===== config.mk =====
export PLATFORM = sky130hd
export DESIGN_NAME = tw_subtarget_slave
export DESIGN_NICKNAME = d
export VERILOG_FILES = /design/src/rtl/tw_subtarget_slave.sv
export SDC_FILE = /design/constraint.sdc
export NUM_CORES = 1
export LEC_CHECK = 0
export ABC_CLOCK_PERIOD_IN_PS = 3100
export BUFFER_PORTS_ARGS = -buffer_cell sky130_fd_sc_hd__buf_2
export CAP_MARGIN = 25
export CORE_MARGIN = 1.5
export CORE_UTILIZATION = 55
export CTS_CLUSTER_DIAMETER = 40
export CTS_CLUSTER_SIZE = 24
export DETAILED_ROUTE_END_ITERATION = 8
export PLACE_DENSITY = 0.84
export SLEW_MARGIN = 40
export SYNTH_ARGS = -nofsm -noshare
export SYNTH_HDL_FRONTEND = slang
export SYNTH_SLANG_ARGS = --single-unit

===== constraint.sdc =====
create_clock -name clk -period 3.1 [get_ports clk]
set_input_delay 0.31 -clock clk [delete_from_list [all_inputs] [get_ports clk]]
set_output_delay 0.31 -clock clk [all_outputs]
set_load 0.03 [all_outputs]

===== src/rtl/tw_subtarget_slave.sv =====
module tw_subtarget_slave #(
  parameter int          MAX_BYTES = 2,
  parameter logic [3:0]  DEV_TYPE  = 4'b1010
) (
  input  logic                               clk,
  input  logic                               rst_n,
  input  logic                               scl_in,
  input  logic                               sda_in,
  input  logic                               wr_en,
  output logic                               sda_pull,
  output logic                               sel_mem,
  output logic                               sel_ctl,
  output logic                               sel_pot,
  output logic                               rd_dir,
  output logic                               byte_valid,
  output logic [7:0]                         byte_data,
  output logic [$clog2(MAX_BYTES+1)-1:0]     byte_idx
);
  localparam int IW = $clog2(MAX_BYTES+1);
  localparam logic [2:0] TGT_MEM = 3'b000;
  localparam logic [2:0] TGT_CTL = 3'b010;
  localparam logic [2:0] TGT_POT = 3'b111;

  typedef enum logic [2:0] {S_IDLE, S_ADDR, S_DATA, S_ACK, S_READ, S_SKIP} state_t;

  state_t      st, after_ack;
  logic [2:0]  scl_q, sda_q;
  logic [7:0]  shreg;
  logic [3:0]  bit_cnt;
  logic [IW-1:0] idx;

  wire scl_s = scl_q[1];
  wire scl_p = scl_q[2];
  wire sda_s = sda_q[1];
  wire sda_p = sda_q[2];

  wire start_c  = scl_s & scl_p & sda_p & ~sda_s;
  wire stop_c   = scl_s & scl_p & ~sda_p & sda_s;
  wire scl_rise = scl_s & ~scl_p;
  wire scl_fall = ~scl_s & scl_p;
  wire byte_end = scl_fall && (bit_cnt == 4'd8);

  wire [2:0] tgt   = shreg[3:1];
  wire hit_mem     = (tgt == TGT_MEM);
  wire hit_ctl     = (tgt == TGT_CTL);
  wire hit_pot     = (tgt == TGT_POT);
  wire addr_gated  = ~shreg[0] & (hit_mem | hit_pot) & ~wr_en;
  wire addr_ok     = (shreg[7:4] == DEV_TYPE) & (hit_mem | hit_ctl | hit_pot) & ~addr_gated;
  wire data_ok     = (int'(idx) < MAX_BYTES) & ~((sel_mem | sel_pot) & ~wr_en);

  always_ff @(posedge clk or negedge rst_n) begin
    if (!rst_n) begin
      scl_q <= 3'b111;
      sda_q <= 3'b111;
    end else begin
      scl_q <= {scl_q[1:0], scl_in};
      sda_q <= {sda_q[1:0], sda_in};
    end
  end

  always_ff @(posedge clk or negedge rst_n) begin
    if (!rst_n) begin
      st         <= S_IDLE;
      after_ack  <= S_IDLE;
      shreg      <= '0;
      bit_cnt    <= '0;
      idx        <= '0;
      sda_pull   <= 1'b0;
      sel_mem    <= 1'b0;
      sel_ctl    <= 1'b0;
      sel_pot    <= 1'b0;
      rd_dir     <= 1'b0;
      byte_valid <= 1'b0;
      byte_data  <= '0;
      byte_idx   <= '0;
    end else begin
      byte_valid <= 1'b0;
      if (start_c || stop_c) begin
        st       <= start_c ? S_ADDR : S_IDLE;
        bit_cnt  <= '0;
        idx      <= '0;
        sda_pull <= 1'b0;
        sel_mem  <= 1'b0;
        sel_ctl  <= 1'b0;
        sel_pot  <= 1'b0;
        rd_dir   <= 1'b0;
      end else begin
        case (st)
          S_ADDR, S_DATA: begin
            if (scl_rise && bit_cnt != 4'd8) begin
              shreg   <= {shreg[6:0], sda_s};
              bit_cnt <= bit_cnt + 4'd1;
            end else if (byte_end) begin
              if (st == S_ADDR) begin
                if (addr_ok) begin
                  sda_pull  <= 1'b1;
                  sel_mem   <= hit_mem;
                  sel_ctl   <= hit_ctl;
                  sel_pot   <= hit_pot;
                  rd_dir    <= shreg[0];
                  after_ack <= shreg[0] ? S_READ : S_DATA;
                  st        <= S_ACK;
                end else begin
                  st <= S_SKIP;
                end
              end else if (data_ok) begin
                sda_pull   <= 1'b1;
                byte_valid <= 1'b1;
                byte_data  <= shreg;
                byte_idx   <= idx;
                idx        <= idx + 1'b1;
                after_ack  <= S_DATA;
                st         <= S_ACK;
              end else begin
                st <= S_SKIP;
              end
            end
          end
          S_ACK: begin
            if (scl_fall) begin
              sda_pull <= 1'b0;
              bit_cnt  <= '0;
              st       <= after_ack;
            end
          end
          default: ;
        endcase
      end
    end
  end
endmodule



### Yosys cells after proc, flatten, opt, wreduce, memory -nomap -nowiden

Cells that the tools add are included.

* bits in registers: 42
* output and inout port bits: 16
* logic and storage cells: 144

* equal/unequal tests: 17
* mux-type cells: 61
* add/subtract/negate cells: 2
* magnitude comparators: 1
* reductions and logical operators: 20
* bitwise operators: 28

Operator list (number)
* 1-bit two-way mux: 38
* 3-bit two-way mux: 11
* 6-bit AND reduction: 3
* 1-bit bitwise AND: 13
* 2-bit two-way mux: 6
* 4-bit two-way mux: 3
* 3-bit != test (second input constant): 4
* 4-bit != test (second input constant): 3
* 2-bit nonzero test: 6
* 1-bit inverter: 11
* 5-bit AND reduction: 2
* 3-bit by 2-bit == test with 1-bit output (second input constant): 3
* 4-bit == test (second input constant): 2
* 4-bit case mux with 2 select lines: 1
* 2-bit != test (second input constant): 3
* 3-bit case mux with 2 select lines: 1
* 3-bit AND reduction: 2
* 4-bit by 1-bit adder with 4-bit output (second input constant): 1
* 1-bit bitwise OR: 4
* 4-bit AND reduction: 1
* 3-bit by 1-bit == test with 1-bit output (second input constant): 1
* 3-bit == test (second input constant): 1
* 3-bit zero test: 1
* 3-bit nonzero test: 1
* 6 further kinds: 7

### Depth between registers and ports, before layout

* word-level depth: 12
* mapped depth: 9

### Least setup slack after synthesis

Ideal clock, no wire load.

* kind: flip-flop to flip-flop
* from: register bit_cnt[0]
* to: register after_ack[1]
* period minus slack after synthesis: 1.972 ns
* data required time: 2.981 ns
* cell stages (with the launch flop): 9
* buffers on the path: 1
* setup slack: 1.128 ns
* arrival: 1.853 ns
* path through: dfrtp_1 > inv_1 > ha_1 > and3b_1 > nand2_1 > or4_4 > buf_6 > or2_4 > o21a_1

* cells in the longest elaborated chain, start to end: 4
* elaborated cells on any way between the ends: 6
* those cells by class: 2 x eq/ne; 1 x bitwise; 3 x reduce/logical

Ends and longest elaborated chain
* start, declared: line 29 `logic [3:0] bit_cnt;`
* start signal, assigned: line 92 `bit_cnt <= bit_cnt + 4'd1;`
* 4-bit != test: line 90 `if (scl_rise && bit_cnt != 4'd8) begin`
* 1-bit logical AND: line 90
* 1-bit inverter (no line)
* 6-bit AND reduction (no line) *
* end signal, assigned: line 101 `after_ack <= shreg[0] ? S_READ : S_DATA;`
* end, declared: line 26 `state_t st, after_ack;`

Every way passes the cells marked *; elsewhere a longest branch is shown, timed or not.
A chain may end at the register's enable or synchronous reset.

### Final worst setup path

* from: register bit_cnt[0]
* to: register bit_cnt[3]

* cells in the longest elaborated chain, start to end: 4
* elaborated cells on any way between the ends: 8
* those cells by class: 1 x add/sub; 2 x eq/ne; 3 x mux; 2 x reduce/logical

Ends and longest elaborated chain (line)
* 4-bit by 1-bit adder with 4-bit output / 4-bit != test (equally long branches): 92, 90
* 4-bit two-way mux / 1-bit logical AND (equally long branches): 90
* 4-bit case mux with 2 select lines / 3-bit != test (equally long branches)
* 4-bit two-way mux / 3-bit AND reduction (equally long branches)

Several ways; a longest one is shown, not always the timed one. The select of a mux whose other input is x is not followed.

==> results.json <==
{
  "grt_pass1_vias": 1125,
  "tritoncts": "built",
  "worstPathCellList": "inv_1 > ha_1 > and3b_1 > nor4_2 > buf_4 > nor3_1 > or4_1 > nand3_1",
  "cp_max_fanout": 12,
  "gpl.final_weighted_congestion": 0.833,
  "post_synth_fa_ha_maj_area_fraction_pct": 1.94,
  "drc_errors": 0,
  "drv_slew": 0,
  "yosysUniqueCellTypes": 42,
  "viasPerCell": 5.41,
  "htree_num_levels": 2,
  "finish.utilization_pct": 65.9,
  "finalSetupViolations": 0,
  "detail_route.wl_per_cell_um": 14.2,
  "worstMarginPinSlew_ns": 0.559,
  "dpl_worst_slack_ns": 0.931,
  "initialDrtViolationCount": 45,
  "die_y_um": 60.3,
  "ys_async_rst_share_pct": 100,
  "cts.reportedPaths.clkPinSlew_ns": 0.11,
  "die-area_mm2": 0.00363,
  "worst_path_max_delay_cell": "sky130_fd_sc_hd__or4_1",
  "ctsLongestPathBuffers": 2,
  "synth-simple-area-share_pct": 20.0,
  "finalSetupTns_ns": 0,
  "post_synth_inst_count": 165,
  "antennaDiodeCount": 0,
  "netlist.top_cell.by_area": "sky130_fd_sc_hd__dfrtp_1",
  "grt_setup_unrepaired": "no",
  "rr_worst_depth": 8,
  "post_cts_resize_count": 0,
  "synth_fp_nets": 172,
  "timing.final.hold_violations": 0,
  "synth.mux.area_fraction_pct": 5.62,
  "category_of_the_worst_setup_path_launch_point": "register",
  "drive_gt1_share_pct": 25.4,
  "numCtsBuffers": 5,
  "finClkSkew_ns": 0.00409,
  "root_buffer": "sky130_fd_sc_hd__clkbuf_4",
  "detailed_place_hpwl_um": 2350,
  "pin_count_of_the_biggest_net_entering_global_routing": 42,
  "synth.cells.most_frequent": "sky130_fd_sc_hd__dfrtp_1 (35), sky130_fd_sc_hd__nand2_1 (31), sky130_fd_sc_hd__mux2_2 (9)",
  "clock_latency_ns": 0.35,
  "synth.cell_area_mm2": 0.00180,
  "antenna_found_initial": 0,
  "critical_path.endpoint_type": "register",
  "final-instance-count-excl-fill": 233,
  "multiInputGateArea_um2": 712,
  "number_of_nets_still_failing_antenna_checks_after_routing": 0,
  "timing.final.crit_share_pct": 70.7,
  "critPathArrivalTime_ns": 2.48,
  "top_level_ports": 21,
  "yosys_warnings": 0,
  "yosys.cell_count.top_type": "sky130_fd_sc_hd__dfrtp_1",
  "via_count": 1260,
  "aggregate_global_routing_overflow": 0,
  "fp-row-count": 20,
  "floorplan.initialDensity_pct": 58.6,
  "postRouteWirelength_um": 3300,
  "peakVddDrop_mv": 0.425,
  "fin_nets": 195,
  "outcome": "finished clean",
  "grt_first_pass_wirelength_um": 5200,
  "synth_sequential_area_ratio_pct": 57.3,
  "hold_ws_ns": 0.0438,
  "port_buffers": 20,
  "numClockSinks": 41,
  "synth_ff_type": "sky130_fd_sc_hd__dfrtp_1",
  "power_leakage_nw": 1.00,
  "post_synth_xor_xnor_area_pct": 1.46,
  "critical_path_class": "register to register",
  "synthDominantCellAreaShare_pct": 48.5,
  "detail_route.first_pass.iterations": 4,
  "relSlewSlack_pct": 62.4,
  "synth_top_family_by_area": "simple AND/OR/NAND/NOR gates",
  "die_width_um": 60.3,
  "holdCritPathClass": "input pin to register",
  "fin_ws_ns": 0.910,
  "post-route-min-period_ns": 2.19,
  "ys_top_cells_by_area": "sky130_fd_sc_hd__dfrtp_1 (49%), sky130_fd_sc_hd__dfstp_2 (8.7%), sky130_fd_sc_hd__nand2_1 (6.4%), sky130_fd_sc_hd__mux2_2 (5.6%), sky130_fd_sc_hd__nand3_1 (2.2%)",
  "number_of_synthesized_register_bits": 41,
  "core_area_mm2": 0.00308,
  "cp.required_ns": 3.39,
  "register_area_mm2": 0.00103,
  "dp_cells": 224,
  "groute.usage.overall_pct": 20.1,
  "timing.max_cap.violations": 0,
  "synthToLayoutAreaGrowth_pct": 12.4,
  "max_stage_delay_ns": 0.54,
  "synthesis.area_per_instance_um2": 10.9,
  "filler_cell_count": 246,
  "power_density_mw_per_mm2": 807,
  "min_delay_path_depth": 1,
  "maximum_operating_frequency_ghz": 0.457,
  "synth_compound_area_share_pct": 10.1,
  "count_of_flip_flops_with_a_built_in_enable_after_synthesis": 0
}
[final timing paths]
check | start | end | slack, ns
worst max-delay path | bit_cnt[0] | bit_cnt[3] | 0.91
worst min-delay path | sda_in | sda_q[0] | 0.04
worst max register to register | bit_cnt[0] | bit_cnt[3] | 0.91
worst min register to register | sda_q[0] | sda_q[1] | 0.36
max in group asynchronous | rst_n | sda_q[2] | 2.28
min in group asynchronous | rst_n | rd_dir | 0.46
[flip-flops by register name, indices dropped and copies added, names as in the netlist]
| signal | flops |
|---|---|
| byte_idx | 2 |
| scl_q | 3 |
| shreg | 8 |
| sel_mem | 1 |
| byte_data | 8 |
| rd_dir | 1 |
| sel_pot | 1 |
| sda_pull | 1 |
| after_ack | 2 |
| idx | 2 |
| st | 3 |
| sda_q | 3 |
| bit_cnt | 4 |
| sel_ctl | 1 |
| byte_valid | 1 |
[kinds of logic after synthesis]
| family | Yosys count |
|---|---|
| xor gates and xnor gates | 3 |
| adders and majority gates | 3 |
| buffers and inverters | 12 |
| and+or+nand+nor | 69 |
| DFF | 41 |
| AOI/OAI and AO/OA | 28 |
| muxes | 9 |
[cell type report]
type                            count  share of cell area, %
Clock inverter                      1                   1.48
Multi-Input combinational cell    112                   35.1
Inverter                            6                   1.11
Sequential cell                    41                   51.0
Timing Repair Buffer               22                   5.92
Clock buffer                        7                   2.71
Tap cell                           44                   2.71
[repair_timing]
item	4_1_cts	5_1_grt
hold buffers	0	1
endpoints found under the hold margin	0	35
buffers inserted	0	0
[routing by layer]
layer	up-vias	global-route usage (%)	part of all wire [%]
li1	618	-	-
met1	618	26.7	47
met2	19	30.7	48
met3	5	6.49	3.5
met4	0	7.62	1.2
met5	-	0	0
[where the power goes]
| part | internal (mW) | switching, mW | total [mW] |
|---|---|---|---|
| clock | 0.193 | 0.167 | 0.359 |
| combinational | 0.223 | 0.270 | 0.494 |
| sequential | 0.660 | 0.124 | 0.784 |
| total | 1.08 | 0.561 | 1.64 |
[through the flow]
step                power, mW  area (um^2)
floorplan                1.16         1800
global placement         1.25         1930
detailed placement       1.28         1930
CTS                      1.64         2010
global route             1.73         2030
finish                   1.64         2030
[layout by cell type, fill, tap and decap left out, types with 2 or more instances in the layout]
cell type,count
sky130_fd_sc_hd__ha_1,2
sky130_fd_sc_hd__mux2_2,9
sky130_fd_sc_hd__buf_2,19
sky130_fd_sc_hd__o21a_1,3
sky130_fd_sc_hd__clkbuf_4,5
sky130_fd_sc_hd__xnor2_1,2
sky130_fd_sc_hd__nand2_1,31
sky130_fd_sc_hd__buf_4,2
sky130_fd_sc_hd__a21o_1,3
sky130_fd_sc_hd__and3b_1,2
sky130_fd_sc_hd__nor2_1,6
sky130_fd_sc_hd__a211oi_1,2
sky130_fd_sc_hd__a31oi_1,3
sky130_fd_sc_hd__o21bai_1,2
sky130_fd_sc_hd__inv_1,6
sky130_fd_sc_hd__nor2b_1,2
sky130_fd_sc_hd__or3_1,3
sky130_fd_sc_hd__o21ai_1,3
sky130_fd_sc_hd__nand2b_1,2
sky130_fd_sc_hd__nand3b_1,2
sky130_fd_sc_hd__o21ai_0,8
sky130_fd_sc_hd__nand3_1,8
sky130_fd_sc_hd__dfstp_2,6
sky130_fd_sc_hd__dfrtp_1,35
[critical path, delay by kind of cell, from the launching register on]
kind / cells / cell delay (ns)
buffers and inverters: 2 / 0.29
and+or+nand+nor: 5 / 1.24
DFF: 1 / 0.41
adders and majority gates: 1 / 0.19
(Power assumes the default switching activity.)
